## config.mk

```make
export PLATFORM = sky130hd
export DESIGN_NAME = memmap_decoder
export DESIGN_NICKNAME = d
export VERILOG_FILES = /design/src/rtl/memmap_pkg.sv /design/src/rtl/memmap_region_decode.sv /design/src/rtl/memmap_bank_state.sv /design/src/rtl/memmap_select.sv /design/src/rtl/memmap_decoder.sv
export SDC_FILE = /design/constraint.sdc
export NUM_CORES = 1
export LEC_CHECK = 0
export CAP_MARGIN = 20
export CORE_AREA = 2 2 39 41
export DETAILED_ROUTE_END_ITERATION = 6
export DIE_AREA = 0 0 41 43
export DONT_BUFFER_PORTS = 1
export GPL_TIMING_DRIVEN = 0
export PLACE_DENSITY = 0.39
export RECOVER_POWER = 50
export SYNTH_ARGS = -nofsm -noshare
export SYNTH_HDL_FRONTEND = slang
export SYNTH_HIERARCHICAL = 1
export SYNTH_SLANG_ARGS = --single-unit
```

## constraint.sdc

```tcl
create_clock -name clk -period 1.24 [get_ports clk]
set_input_delay 0.124 -clock clk [delete_from_list [all_inputs] [get_ports clk]]
set_output_delay 0.124 -clock clk [all_outputs]
set_load 0.05 [all_outputs]
```

## src/rtl/memmap_pkg.sv

```systemverilog
package memmap_pkg;

  localparam int NSEL = 6;

  localparam int SEL_ROM  = 0;
  localparam int SEL_RAM  = 1;
  localparam int SEL_VCHR = 2;
  localparam int SEL_VCOL = 3;
  localparam int SEL_KEYT = 4;
  localparam int SEL_FDC  = 5;

  typedef enum logic [2:0] {
    RG_LOW = 3'd0,
    RG_MID = 3'd1,
    RG_VID = 3'd2,
    RG_IO  = 3'd3,
    RG_FDC = 3'd4
  } region_e;

endpackage

```

## src/rtl/memmap_region_decode.sv

```systemverilog
module memmap_region_decode
  import memmap_pkg::*;
#(
  parameter int PAGE_W   = 4,
  parameter int LOW_PAGE = 0,
  parameter int VID_PAGE = 13,
  parameter int IO_PAGE  = 14,
  parameter int FDC_PAGE = 15
) (
  input  logic [PAGE_W:0] addr_hi,
  output region_e         region,
  output logic            vid_upper
);

  logic [PAGE_W-1:0] page;

  assign page      = addr_hi[PAGE_W:1];
  assign vid_upper = addr_hi[0];

  always_comb begin
    if (page == PAGE_W'(LOW_PAGE)) begin
      region = RG_LOW;
    end else if (page == PAGE_W'(VID_PAGE)) begin
      region = RG_VID;
    end else if (page == PAGE_W'(IO_PAGE)) begin
      region = RG_IO;
    end else if (page == PAGE_W'(FDC_PAGE)) begin
      region = RG_FDC;
    end else begin
      region = RG_MID;
    end
  end

endmodule

```

## src/rtl/memmap_bank_state.sv

```systemverilog
module memmap_bank_state (
  input  logic clk,
  input  logic rst_n,
  input  logic boot_key,
  input  logic low_set,
  input  logic low_clr,
  input  logic high_set,
  input  logic high_clr,
  output logic low_is_ram,
  output logic high_is_ram,
  output logic boot_done
);

  logic low_d;
  logic high_d;
  logic done_d;
  logic bank_en;

  always_comb begin
    bank_en = !boot_done || low_set || low_clr || high_set || high_clr;
    done_d  = 1'b1;
    if (!boot_done) begin
      low_d  = boot_key;
      high_d = boot_key;
    end else begin
      low_d  = low_set  || (low_is_ram  && !low_clr);
      high_d = high_set || (high_is_ram && !high_clr);
    end
  end

  always_ff @(posedge clk or negedge rst_n) begin
    if (!rst_n) begin
      low_is_ram  <= 1'b0;
      high_is_ram <= 1'b0;
      boot_done   <= 1'b0;
    end else if (bank_en) begin
      low_is_ram  <= low_d;
      high_is_ram <= high_d;
      boot_done   <= done_d;
    end
  end

endmodule

```

## src/rtl/memmap_select.sv

```systemverilog
module memmap_select
  import memmap_pkg::*;
(
  input  region_e          region,
  input  logic             vid_upper,
  input  logic             low_is_ram,
  input  logic             high_is_ram,
  input  logic             req_valid,
  output logic [NSEL-1:0]  cs
);

  int unsigned sel_idx;

  always_comb begin
    unique case (region)
      RG_LOW:  sel_idx = low_is_ram ? SEL_RAM : SEL_ROM;
      RG_MID:  sel_idx = SEL_RAM;
      RG_VID:  sel_idx = high_is_ram ? SEL_RAM : (vid_upper ? SEL_VCOL : SEL_VCHR);
      RG_IO:   sel_idx = high_is_ram ? SEL_RAM : SEL_KEYT;
      RG_FDC:  sel_idx = high_is_ram ? SEL_RAM : SEL_FDC;
      default: sel_idx = SEL_RAM;
    endcase
  end

  for (genvar gi = 0; gi < NSEL; gi++) begin : g_cs
    assign cs[gi] = req_valid && (sel_idx == gi);
  end

endmodule

```

## src/rtl/memmap_decoder.sv

```systemverilog
module memmap_decoder
  import memmap_pkg::*;
#(
  parameter int ADDR_W   = 16,
  parameter int PAGE_W   = 4,
  parameter int LOW_PAGE = 0,
  parameter int VID_PAGE = 13,
  parameter int IO_PAGE  = 14,
  parameter int FDC_PAGE = 15
) (
  input  logic              clk,
  input  logic              rst_n,
  input  logic              boot_key,
  input  logic [ADDR_W-1:0] addr,
  input  logic              mreq,
  input  logic              rd,
  input  logic              wr,
  input  logic              low_set,
  input  logic              low_clr,
  input  logic              high_set,
  input  logic              high_clr,
  output logic [NSEL-1:0]   cs
);

  localparam int HI_W = PAGE_W + 1;

  logic [HI_W-1:0] addr_hi;
  region_e         region;
  logic            vid_upper;
  logic            low_is_ram;
  logic            high_is_ram;
  logic            boot_done;
  logic            req_valid;

  assign addr_hi   = addr[ADDR_W-1 -: HI_W];
  assign req_valid = mreq && (rd || wr);

  memmap_region_decode #(
    .PAGE_W   (PAGE_W),
    .LOW_PAGE (LOW_PAGE),
    .VID_PAGE (VID_PAGE),
    .IO_PAGE  (IO_PAGE),
    .FDC_PAGE (FDC_PAGE)
  ) i_region (
    .addr_hi   (addr_hi),
    .region    (region),
    .vid_upper (vid_upper)
  );

  memmap_bank_state i_bank (
    .clk         (clk),
    .rst_n       (rst_n),
    .boot_key    (boot_key),
    .low_set     (low_set),
    .low_clr     (low_clr),
    .high_set    (high_set),
    .high_clr    (high_clr),
    .low_is_ram  (low_is_ram),
    .high_is_ram (high_is_ram),
    .boot_done   (boot_done)
  );

  memmap_select i_select (
    .region      (region),
    .vid_upper   (vid_upper),
    .low_is_ram  (low_is_ram),
    .high_is_ram (high_is_ram),
    .req_valid   (req_valid),
    .cs          (cs)
  );

endmodule

```

==> results of run 1 <==
## flip-flops by register name, summed over array words and instances, names as in the netlist
signal              flops
i_bank/high_is_ram      1
i_bank/boot_done        1
i_bank/low_is_ram       1
## through the flow
| stage | area (um2) | hold slack [ps] | util | total power, uW | TNS [ps] |
|---|---|---|---|---|---|
| 3_3_place_gp | 403 | -172 | 0.291 | 199 | -1650 |
| 2_1_floorplan | 383 | -172 | - | 191 | -1190 |
| 3_5_place_dp | 403 | -171 | 0.291 | 201 | -1800 |
| 5_1_grt | 509 | 42.1 | 0.368 | 427 | -2680 |
| 4_1_cts | 492 | 31.1 | 0.355 | 407 | -2400 |
| 6_report | 509 | 32.7 | 0.368 | 404 | -2300 |
## Yosys cell counts (2+ instances only)
cell / instances / share of area
nor2b_1: 2 / 0.040
a31oi_1: 3 / 0.061
inv_1: 4 / 0.049
a21oi_1: 2 / 0.032
dfrtp_1: 3 / 0.24
nand2b_4: 2 / 0.089
nor3_1: 2 / 0.032
## path summary, 6_finish.rpt
| check | slack, ps | depth (start not counted) | to | from |
|---|---|---|---|---|
| min in group asynchronous | 150 | 1 | i_bank/low_is_ram | rst_n |
| worst min register to register | 480 | 1 | i_bank/high_is_ram | i_bank/boot_done |
| worst max-delay path | -430 | 3 | cs[0] | i_bank/low_is_ram |
| worst max register to register | 450 | 3 | i_bank/high_is_ram | i_bank/high_is_ram |
| max in group asynchronous | 940 | 1 | i_bank/high_is_ram | rst_n |
| worst min-delay path | 30 | 2 | i_bank/low_is_ram | low_set |
## power breakdown
part / leakage, uW / switching [uW] / internal [uW]
Combinational: 0.000143 / 62.2 / 60.4
Sequential: 0.0000337 / 5.42 / 106
Clock: 0.0000150 / 49.8 / 121
Total: 0.000191 / 117 / 287
## worst max-delay path, stage by stage (launching register included)
cell and delay, ps:
dfrtp_1 380, buf_4 140, o32ai_2 390, and4_4 410
## layout make-up
type / count / area share
multi-input cells: 28 / 0.597
flip-flops and latches: 3 / 0.147
repair buffers: 7 / 0.115
clock buffers: 4 / 0.0516
well taps: 16 / 0.0393
inverters: 4 / 0.0344
plain buffers: 1 / 0.0147
## what timing repair did
action                                 in CTS  in global routing
resized for setup                           3                  4
pin swaps                                   3                  1
hold buffers                                1                  0
setup endpoints to repair                   6                  6
endpoints found under the hold margin       3                  0
buffers inserted                            5                  1
## layout by cell type (no fill, tap or decap)
master and instances:
buf_4 6, clkbuf_4 3, inv_1 3, nand2b_4 3, dfrtp_1 3, a31oi_1 2, nor3_4 2, o21a_1 1
clkbuf_1 1, nor2_1 1, conb_1 1, dlygate4sd3_1 1, xor2_1 1, and3_4 1, nor4_4 1, a31oi_2 1
and4_2 1, nor2b_1 1, o32a_2 1, inv_4 1, nor2b_2 1, nand4b_1 1, o32ai_2 1, a21oi_2 1
nor3b_2 1, and3b_1 1, o211ai_1 1, a21oi_4 1, o21ai_1 1, o211a_4 1, and4_4 1, buf_6 1
## per-layer routing
layer,vias up,GRT usage
met5,-,0
met4,0,0.100
met3,2,0.0209
met2,16,0.172
met1,160,0.0744
li1,157,-
## logic make-up (layout without fill, tap and decap cells)
| logic type | count (synthesis) | in the layout | synth area share |
|---|---|---|---|
| flops | 3 | 3 | 0.243 |
| xor+xnor | 1 | 1 | 0.0283 |
| compound gates | 11 | 11 | 0.251 |
| buf+inv | 5 | 16 | 0.0729 |
| other cells | 1 | 1 | 0.0121 |
| simple gates | 15 | 15 | 0.393 |
==> results.ini, run 1 <==
[outcome]
status=finished with violations
failed_checks=negative setup slack

[clock_tree]
cts_tree=yes
clk_pin_slew_ps=40
clock_latency_ps=230
htreeDepth=1
cts_buffer_depth=2
cts_made_buffers=3
clock-root-buffer=clkbuf_4
cts.sinks=3

[drt]
drt-met1-wl_um=265
routed.top_layer=met4
vias_per_cell=5.32
detail_route.wl_per_cell_um=12.9
dr_wl_met3_um=71
wirelength_um=811
drc=0
route.met2.wl_um=455
postRouteAntennaNets=0
num_vias=335
drt_iter0_markers=1
drt_pass1_iterations=2

[critical_path]
crit_arrival_ps=1550
crit_fanout=3
cp-start-kind=flop
critPathKind=flop to primary output
worstPathRequired_ps=1120
cp-end-kind=primary output

[power]
p_per_area_nw_per_um2=793
power_leakage_uw=0.000191
max-vdd-ir-drop_mv=0.461

[yosys]
syn_area_um2=309
synth_edf_count=0
synth_nets=62
synth.avg_cell_area_um2=8.58
synth_warnings=6
yosysSeqAreaShare=0.243
synthCells=36
yosysUniqueCellTypes=25
synth_seq_cells=3
async_flop_share=1.00
synth_flop_cell=dfrtp_1

[sta]
slew_violations=0
fmax_ghz=0.599
grt_setup_unrepaired=true
tightest_slew_ps=609
hold_viol=0
setup_viol=6
skew_ps=0.798
post-route-period-util=1.35
fin_ws_ps=-430
period_minus_slack_ps=1670
max_slew_margin=0.595

[finish]
fillers=149
layout.nets=74
area_growth_pct=64.8
stdcell_count=63
multiInputGateArea_um2=304
drive_gt1_frac=0.596
n_antenna_cell=0
regArea_um2=75.1

[die]
io_pins=32
design.core.area_um2=1380
die_area_um2=1760
die_x_um=41
start_util=0.223
die_height_um=43
std_cell_rows=14

[global_route]
grt_max_degree=8
antenna_found_initial=0
grt_usage=0.0976
overflow=0
grt_pass1_vias=312
grt_first_pass_wirelength_mm=1.10

[hold_path]
hold_class=input port to flop

[run]
cap_violations=0

[placed_design]
dpl_worst_slack_ps=-355
hpwl_um=651
placed_cells=52
finalWeightedCongestion=0.574
place.port_buffers=0

No activity file was read; power rests on OpenSTA's default activity.
==> inputs of run 2 (changes only) <==
--- a/config.mk
+++ b/config.mk
@@ -7,11 +7,12 @@
 export LEC_CHECK = 0
 export CAP_MARGIN = 20
 export CORE_AREA = 2 2 39 41
+export CTS_CLUSTER_DIAMETER = 60
 export DETAILED_ROUTE_END_ITERATION = 6
 export DIE_AREA = 0 0 41 43
 export DONT_BUFFER_PORTS = 1
 export GPL_TIMING_DRIVEN = 0
-export PLACE_DENSITY = 0.39
+export PLACE_DENSITY = 0.38
 export RECOVER_POWER = 50
 export SYNTH_ARGS = -nofsm -noshare
 export SYNTH_HDL_FRONTEND = slang
==> constraint.sdc (replaced) <==
create_clock -name clk -period 1.7 [get_ports clk]
set_input_delay 0.17 -clock clk [delete_from_list [all_inputs] [get_ports clk]]
set_output_delay 0.17 -clock clk [all_outputs]
set_load 0.05 [all_outputs]
==> results.ini, run 2 (synthesized netlist as in run 1, its figures left out) <==
[outcome]
status=finished with violations
failed_checks=negative setup slack

[finish]
area_growth_pct=57.9
fillers=146
utilization=0.353
layout.nets=72
drive_gt1_frac=0.556
layout_commonest_cell=buf_4
n_antenna_cell=0
mostFrequentLayoutCells=buf_4 (5), inv_1 (4), clkbuf_4 (3), nand2b_4 (3)
reg_top3=i_bank/boot_done (1), i_bank/high_is_ram (1), i_bank/low_is_ram (1)
fin_area_um2=488

[critical_path]
path_cells=nand2b_4 -> o32a_1 -> nor3_4
crit_fanout=3
slowest_delay_ps=520
r2r_setup_slack_ps=890
cp-start-kind=flop
worstReg2RegStart=i_bank/low_is_ram
cp-end-kind=primary output
reg2reg_depth=3
worstPathRequired_ps=1530
setup.worst_path.start=i_bank/high_is_ram
crit_slowest_cell=nor3_4
critPathKind=flop to primary output
reg2reg_to=i_bank/low_is_ram
crit_arrival_ps=1570

[placed_design]
hpwl_um=615
place.port_buffers=0
placed_area_um2=347
finalWeightedCongestion=0.616

[global_route]
antenna_found_initial=0
overflow=0
grt_first_pass_wirelength_mm=1.38
grt_max_degree=8
grt_usage=0.117
grt_pass1_vias=319

[sta]
hold_viol=0
grt_setup_unrepaired=true
skew_ps=0.503
period_minus_slack_ps=1740
post-route-period-util=1.03
tns_ps=-78.7
worst_hold_slack_ps=85.6
setup_viol=2
fin_ws_ps=-43.5
slew_violations=0
tightest_slew_ps=612
max_slew_margin=0.592
fmax_ghz=0.574

[hold_path]
hold_class=input port to flop
holdCritStartpoint=high_set
holdPathEnd=i_bank/high_is_ram
hold_depth=2

[power]
p_int_uw=203
p_comb_frac=0.281
p_sw_uw=92.7
swShare=0.313
p_seq_frac=0.274
power.clock.fraction=0.446
max-vdd-ir-drop_mv=0.317
p_total_uw=296
p_per_area_nw_per_um2=606
power_leakage_uw=0.000185

[clock_tree]
clock_latency_ps=240
cts_made_buffers=3
cts.sinks=3
clk_pin_slew_ps=40
htreeDepth=1
clock-root-buffer=clkbuf_4
cts_tree=yes
cts_buffer_depth=2

[die]
start_util=0.223
die_height_um=43
io_pins=32
design.core.area_um2=1380
std_cell_rows=14
die_x_um=41
die_area_um2=1760

[run]
cap_violations=0

[drt]
routed.top_layer=met4
dr_wl_met3_um=63
vias_per_cell=5.49
route.met2.wl_um=498
detail_route.wl_per_cell_um=14.9
wirelength_um=907
postRouteAntennaNets=0
num_vias=335
drc=0
drt-met1-wl_um=329
drt_iter0_markers=3
drt_pass1_iterations=4

[run 2: changes by cell type in the layout (fill, tap and decap cells not counted), sizes merged]
cell and change:
buf -2
[run 2: stage by stage]
step	setup slack [ps]	cells
3_3_place_gp	-194	52
3_5_place_dp	-201	52
4_1_cts	-69.3	59
6_report	-43.5	61
5_1_grt	-125	61
2_1_floorplan	-102	36
[run 2: routing by layer]
layer	vias up	global-route usage
li1	155	-
met4	0	0.100
met2	15	0.188
met1	163	0.122
met3	2	0.0209
met5	-	0
[run 2: worst max-delay path by stage]
stage / end / slack (ps) / depth (start not counted)
2_1_floorplan: cs[2] / -100 / 4
3_3_place_gp: cs[0] / -190 / 4
6_report: cs[4] / -40 / 3
5_1_grt: cs[4] / -130 / 3
3_5_place_dp: cs[4] / -200 / 4
4_1_cts: cs[4] / -70 / 2
[run 2: layout make-up]
class	count	area (um2)	share of cell area
Clock buffer	4	26.3	0.0538
Inverter	4	15.0	0.0308
Timing Repair Buffer	5	40.0	0.0821
Sequential cell	3	76.3	0.156
Buffer	1	7.51	0.0154
Tap cell	16	20.0	0.0410
Multi-Input combinational cell	28	303	0.621
[run 2: worst max-delay path: cells and delay by family (launching register included)]
kind,cells,cell delay (ps)
compound gates,1,260
flops,1,390
simple gates,2,680
[run 2: repair_timing]
item,CTS,global route
setup endpoints to repair,3,6
resized for setup,8,8
cloned,0,0
buffers inserted,2,2
pin swaps,3,6
hold buffers,1,0
hold endpoints to repair,3,0
[run 2: power by group through the flow]
stage          clock, uW  combinational (uW)  sequential (uW)
6_report             132                83.0             81.0
5_1_grt              148                87.1             81.9
4_1_cts              139                72.6             80.8
3_5_place_dp           0                52.9             84.5
3_3_place_gp           0                51.6             84.0
2_1_floorplan          0                47.3             82.8
==> inputs of run 3 (changes only) <==
==> constraint.sdc (replaced) <==
create_clock -name clk -period 1.7 [get_ports clk]
set_input_delay 0.17 -clock clk [delete_from_list [all_inputs] [get_ports clk]]
set_output_delay 0.17 -clock clk [all_outputs]
set_load 0.02 [all_outputs]
==> results.ini, run 3 (synthesized netlist as in run 1, its figures left out) <==
[outcome]
status=finished clean

[global_route]
grt_first_pass_wirelength_mm=1.16
grt_usage=0.102
overflow=0
grt_max_degree=8
grt_pass1_vias=279
antenna_found_initial=0

[die]
design.core.area_um2=1380
std_cell_rows=14
die_height_um=43
die_x_um=41
io_pins=32
die_area_um2=1760
start_util=0.223

[drt]
drt_iter0_markers=3
postRouteAntennaNets=0
drt_pass1_iterations=2
vias_per_cell=5.23
detail_route.wl_per_cell_um=13.3
drc=0
wirelength_um=756
num_vias=298

[sta]
tightest_slew_ps=522
slew_violations=0
max_slew_margin=0.650
fmax_ghz=0.615
hold_viol=0
post-route-period-util=0.957
grt_setup_unrepaired=true
setup_viol=0
period_minus_slack_ps=1630
skew_ps=2.63
tns_ps=0
worst_hold_slack_ps=77.0

[critical_path]
crit_fanout=6
r2r_setup_slack_ps=960
cp-end-kind=primary output
cp-start-kind=input port
crit_arrival_ps=1460
critPathKind=input port to primary output
worstPathRequired_ps=1530

[clock_tree]
clock-root-buffer=clkbuf_4
clock_latency_ps=230
cts.sinks=3
cts_made_buffers=3
clk_pin_slew_ps=40
cts_buffer_depth=2
cts_tree=yes
htreeDepth=1
cts_setup_buffers=0

[run]
cap_violations=0

[power]
p_int_uw=187
max-vdd-ir-drop_mv=0.319
power.clock.fraction=0.487
p_seq_frac=0.325
p_comb_frac=0.189
power_leakage_uw=0.000157
swShare=0.274
p_per_area_nw_per_um2=675
p_sw_uw=70.4

[finish]
mostFrequentLayoutCells=inv_1 (4), clkbuf_4 (3), a31oi_1 (3), dfrtp_1 (3)
drive_gt1_frac=0.244
layout.nets=68
layout_commonest_cell=inv_1
utilization=0.276
reg_top3=i_bank/boot_done (1), i_bank/high_is_ram (1), i_bank/low_is_ram (1)
fin_area_um2=382
n_antenna_cell=0
area_growth_pct=23.5
stdcell_count=57

[hold_path]
hold_class=input port to flop

[placed_design]
place.port_buffers=0
placed_cells=52
placed_area_um2=329
finalWeightedCongestion=0.566

[run 3: cell count changes in the layout (fill, tap and decap cells not counted), sizes merged]
cell  before  now
buf        5    1
[run 3: per-layer routing]
metal / routed length, um / global-route usage / vias up
met5: 0 / 0 / -
met3: 60 / 0.0314 / 0
li1: - / - / 144
met2: 389 / 0.144 / 14
met1: 306 / 0.119 / 140
met4: 0 / 0.0800 / 0
[run 3: final timing paths]
| path | start | to | depth (start not counted) |
|---|---|---|---|
| hold / removal | low_set | i_bank/low_is_ram | 2 |
| setup reg to reg | i_bank/boot_done | i_bank/high_is_ram | 2 |
| min in group asynchronous | rst_n | i_bank/high_is_ram | 1 |
| setup / recovery | addr[15] | cs[0] | 4 |
| max in group asynchronous | rst_n | i_bank/boot_done | 1 |
| hold reg to reg | i_bank/boot_done | i_bank/low_is_ram | 1 |
[run 3: what timing repair did]
item / 4_1_cts / 5_1_grt
endpoints found under the setup margin: 2 / 4
endpoints found under the hold margin: 3 / 0
hold buffers: 1 / 0
resized for setup: 2 / 1
[run 3: final cells by class]
class	count	area, um2
fillers	155	1000
well taps	16	20.0
clock buffers	4	26.3
inverters	4	15.0
flip-flops and latches	3	75.1
plain buffers	1	7.51
multi-input cells	28	228
repair buffers	1	10.0
[run 3: power by group through the flow]
stage | logic, uW | registers, uW | clock network [uW]
3_5_place_dp | 43.7 | 84.5 | 0
4_1_cts | 47.5 | 83.5 | 130
5_1_grt | 53.1 | 84.5 | 144
2_1_floorplan | 37.9 | 82.8 | 0
3_3_place_gp | 41.7 | 84.0 | 0
6_report | 48.5 | 83.6 | 125
[run 3: critical path, cell delays in order]
cell	delay, ps
nor4_1	260
a31oi_1	160
o32ai_1	480
and4_1	380
[run 3: metrics by stage]
step           setup WS, ps  total power, uW
5_1_grt               -37.7              281
2_1_floorplan          83.5              121
3_3_place_gp          -29.8              126
3_5_place_dp          -59.1              128
4_1_cts                79.1              261
6_report               73.5              257
